**src/rtl/vsync_shadow_bank.sv**
```systemverilog
module vsync_shadow_bank #(
  parameter int NWIN = 5,
  parameter int NREG = 4,
  parameter int DW = 32,
  parameter int GLOBAL_PROTECT = 0,
  localparam int NWR = NWIN * NREG,
  localparam int MAIN_A = NWR,
  localparam int PROT_A = NWR + 1,
  localparam int AW = $clog2(NWR + 2)
) (
  input  logic            clk,
  input  logic            rst_n,
  input  logic            vsync,
  input  logic            wr_en,
  input  logic [AW-1:0]   wr_addr,
  input  logic [DW-1:0]   wr_data,
  input  logic [AW-1:0]   rd_addr,
  output logic [DW-1:0]   rd_data,
  input  logic [AW-1:0]   dbg_addr,
  output logic [DW-1:0]   dbg_data,
  output logic [DW-1:0]   live_main,
  output logic [NWIN-1:0] live_chan
);
  localparam logic [NWIN-1:0] PMASK = (GLOBAL_PROTECT != 0) ? NWIN'(1) : {NWIN{1'b1}};

  logic [DW-1:0]   work_q [NWR];
  logic [DW-1:0]   live_q [NWR];
  logic [DW-1:0]   main_work;
  logic [NWIN-1:0] prot_q, chan_work, eff_prot;

  generate
    if (GLOBAL_PROTECT != 0) begin : g_global
      assign eff_prot = {NWIN{prot_q[0]}};
    end else begin : g_per_win
      assign eff_prot = prot_q;
    end
  endgenerate

  wire wr_main = wr_en && (wr_addr == AW'(MAIN_A));
  wire wr_prot = wr_en && (wr_addr == AW'(PROT_A));

  always_ff @(posedge clk or negedge rst_n) begin
    if (!rst_n) begin
      for (int i = 0; i < NWR; i++) begin
        work_q[i] <= '0;
        live_q[i] <= '0;
      end
      main_work <= '0;
      live_main <= '0;
      prot_q    <= '0;
      chan_work <= '0;
      live_chan <= '0;
    end else begin
      for (int i = 0; i < NWR; i++) begin
        if (wr_en && wr_addr == AW'(i)) work_q[i] <= wr_data;
        if (vsync && !eff_prot[i / NREG]) live_q[i] <= work_q[i];
      end
      if (wr_main) main_work <= wr_data;
      if (vsync) live_main <= main_work;
      if (wr_prot) begin
        prot_q    <= wr_data[NWIN-1:0] & PMASK;
        chan_work <= wr_data[2*NWIN-1:NWIN];
      end
      if (vsync) live_chan <= (live_chan & eff_prot) | (chan_work & ~eff_prot);
    end
  end

  always_comb begin
    rd_data = '0;
    if (rd_addr < AW'(NWR))         rd_data = work_q[rd_addr];
    else if (rd_addr == AW'(MAIN_A)) rd_data = main_work;
    else if (rd_addr == AW'(PROT_A)) rd_data = {{(DW-2*NWIN){1'b0}}, chan_work, prot_q};
  end

  always_comb begin
    dbg_data = '0;
    if (dbg_addr < AW'(NWR))         dbg_data = live_q[dbg_addr];
    else if (dbg_addr == AW'(MAIN_A)) dbg_data = live_main;
    else if (dbg_addr == AW'(PROT_A)) dbg_data = {{(DW-2*NWIN){1'b0}}, live_chan, prot_q};
  end
endmodule

```
**config.mk**
```make
export PLATFORM = sky130hd
export DESIGN_NAME = vsync_shadow_bank
export DESIGN_NICKNAME = d
export VERILOG_FILES = /design/src/rtl/vsync_shadow_bank.sv
export SDC_FILE = /design/constraint.sdc
export NUM_CORES = 2
export LEC_CHECK = 0
export ABC_AREA = 1
export BUFFER_PORTS_ARGS = -buffer_cell sky130_fd_sc_hd__clkbuf_2
export CORE_MARGIN = 4
export CORE_UTILIZATION = 55
export CTS_CLUSTER_DIAMETER = 200
export CTS_CLUSTER_SIZE = 20
export DETAILED_ROUTE_END_ITERATION = 10
export HOLD_SLACK_MARGIN = 0.15
export PLACE_DENSITY_LB_ADDON = 0.08
export RECOVER_POWER = 25
export SETUP_SLACK_MARGIN = 0.2
export SLEW_MARGIN = 20
export SYNTH_ARGS = -nofsm -noshare
export SYNTH_HDL_FRONTEND = slang
export SYNTH_SLANG_ARGS = --single-unit
```
**constraint.sdc**
```tcl
create_clock -name clk -period 2.2 [get_ports clk]
set_clock_uncertainty 0.05 [all_clocks]
set_input_delay 0.44 -clock clk [delete_from_list [all_inputs] [get_ports clk]]
set_output_delay 0.44 -clock clk [all_outputs]
set_load 0.03 [all_outputs]
```
==> flow_metrics.py <==
metrics = {
    "run_status": {
        "status": "finished, violations left",
        "violations": "setup timing",
    },
    "finish": {
        "final_nets": 8364,
        "syn_to_final_growth_pct": 20.8,
        "fill_cells": 9416,
        "fin_area_mm2": 0.0773,
        "drive_above_1_share": 0.224,
        "final_core_util": 0.673,
    },
    "logic_synthesis": {
        "syn_avg_cell_area_um2": 8.04,
        "synth_edf_count": 0,
        "synthCells": 7957,
        "yosys_warnings": 0,
        "synth.cell_area_mm2": 0.0640,
        "synthArstFlopShare": 1.00,
        "synth_top_area_frac": 0.532,
        "ys_seq_area_frac": 0.532,
        "synth_area_leaders": "dfrtp_1 (53%), nand2_1 (18%), o21ai_0 (8.3%)",
        "yosysMostFrequentCell": "nand2_1",
        "synth_nets": 8008,
        "ys_top_cells_by_count": "nand2_1 (3,081), dfrtp_1 (1,359), o21ai_0 (1,055)",
        "synth-main-ff-cell": "dfrtp_1",
        "ys_types": 25,
        "yosys.area.top_type": "dfrtp_1",
        "ys_ff_latch": 1359,
    },
    "drt": {
        "drc": 0,
        "wl_per_cell_um": 22.9,
        "dr.first_iter.drc_count": 6364,
        "postRouteAntennaNets": 0,
        "routed_via_density": 5.77,
        "wl_um": 225000,
        "vias": 56800,
        "firstDrtPassIters": 6,
    },
    "worst_setup_path": {
        "critical-path-top-delay-family": "simple AND/OR/NAND/NOR gates",
        "start_kind": "flop",
        "slowest_delay_ns": 0.38,
        "cp.required_ns": 1.71,
        "cp_num_buf_inv": 4,
        "criticalPathCategory": "flop to primary output",
        "reg2reg_slack_ns": -0.04,
        "cp_max_fo": 2,
        "crit_path_end_kind": "primary output",
        "crit_chain": "inv_1 -> nand2_1 -> nand3_1 -> nand2_1 -> nand2_1 -> nand2_1 -> inv_2 -> nand2_4 -> buf_12 -> nand2_8 -> nand2_8 -> buf_8",
        "crit_slowest_cell": "dfrtp_1",
        "reg2regPathDepth": 17,
        "cp_num_cells": 12,
        "arrival_ns": 2.11,
        "cpMostUsedCell": "nand2_1",
    },
    "timing": {
        "period_share": 1.18,
        "max_slew_margin": 0.157,
        "worst_slew_pin_slew_ns": 1.26,
        "fin_crit_ns": 2.60,
        "finalHoldViolations": 0,
        "drv_slew": 0,
        "rsz0062_at_grt": "yes",
        "fmax_ghz": 0.385,
        "layout_setup_ws_ns": -0.396,
        "setup_viol": 494,
    },
    "die": {
        "die_w_um": 349,
        "die_h_um": 349,
        "die_area_mm2": 0.122,
        "io_pins": 152,
        "initial_core_util": 0.557,
        "fp-row-count": 124,
        "core-area_mm2": 0.115,
    },
    "cts": {
        "cts_buffers": 77,
        "clockRootBuffer": "clkbuf_16",
        "cts_max_path_buffers": 3,
        "path_clk_slew_ns": 0.09,
        "cts.sinks": 1359,
        "insertion_delay_ns": 0.70,
        "cts_tree": "yes",
        "htreeDepth": 3,
    },
    "flow_run": {
        "cap_violations": 0,
    },
    "placed_design": {
        "place_congestion": 0.937,
        "dp_hpwl_um": 146000,
        "place_area_mm2": 0.0705,
        "io_buffer_count": 151,
        "place_ws_ns": -0.746,
    },
    "global_route": {
        "grt_pass1_wl_um": 339000,
        "grt_usage": 0.367,
        "antenna_found_initial": 9,
        "grt_max_degree": 88,
        "first_global_vias": 54400,
        "gr-total-overflow": 0,
    },
    "power": {
        "ir_worst_vdd_v": 0.000722,
        "power_w": 0.0664,
        "p_per_area_mw_per_mm2": 859,
        "p_leak_nw": 38.9,
    },
    "worst_hold_path": {
        "hp-class": "input port to flop",
        "hold_depth": 4,
    },
}
## through the flow
step                      cells  setup TNS [ns]  hold slack (ns)
after floorplan            7957               0           0.0944
after global placement     9522          -27.98            0.298
after detailed placement   9522          -27.80            0.297
after CTS                  9716          -18.53            0.164
after global routing       9831         -175.50            0.220
final                      9838          -68.76            0.223
## cells by family after synthesis
family / after synthesis / synth area share
buffers and inverters: 1271 / 0.0788
and+or+nand+nor: 3730 / 0.231
AOI/OAI and AO/OA: 1260 / 0.0998
muxes: 337 / 0.0593
DFF: 1359 / 0.532
## flip-flops by register name, indices dropped and copies added (netlist names), named ones only
signal     count
live_q       640
work_q       640
chan_work      5
main_work     32
live_main     32
eff_prot       5
## repair_timing
action	CTS	global route
gates cloned	13	4
endpoints found under the setup margin	65	65
pin swaps	237	250
hold buffers	3	0
hold endpoints to repair	564	0
resized for setup	647	323
buffers inserted	94	111
## power breakdown
part | switching [W] | internal, W
sequential | 0.00342 | 0.0305
combinational | 0.0101 | 0.00753
clock | 0.00848 | 0.00645
## worst paths after layout
check                            startpoint     endpoint
worst max-delay path            work_q[559]  rd_data[15]
worst min-delay path            wr_data[31]  work_q[127]
worst max register to register  work_q[553]  live_q[553]
worst min register to register   live_q[23]   live_q[23]
max in group asynchronous             rst_n  work_q[148]
min in group asynchronous             rst_n  work_q[521]
## final cells by class
class,count,area (um2),area share
clock buffers,80,1980,0.0256
inverters,717,2800,0.0362
diodes,8,20.0,0.000259
flip-flops and latches,1359,34000,0.440
clock inverters,4,46.3,0.000599
multi-input cells,5327,27500,0.355
repair inverters,1,11.3,0.000146
repair buffers,830,9100,0.118
well taps,1512,1890,0.0245
## layout by cell type, fill, tap and decap left out, drive strengths merged
cell,n
o21ai,1104
buf,701
clkbuf,198
mux2,337
dlygate4sd3,3
clkinv,4
dfrtp,1359
nand2,3093
a22oi,22
diode,8
nand4,2
o211ai,10
inv,717
nor3,3
bufbuf,8
nor2,113
clkinvlp,1
a21oi,124
nand3,519
## routing by layer
| layer | routed length (um) | global-route usage |
|---|---|---|
| met5 | 0 | 0 |
| met4 | 12200 | 0.165 |
| met3 | 23100 | 0.0796 |
| met2 | 98800 | 0.561 |
| met1 | 90900 | 0.506 |
## worst register-to-register path, delay by kind of cell, from the launching register on
family / cells / cell delay (ns)
DFF: 1 / 0.41
AOI/OAI and AO/OA: 1 / 0.09
buffers and inverters: 16 / 1.61
Power figures use the tool's default switching activity.
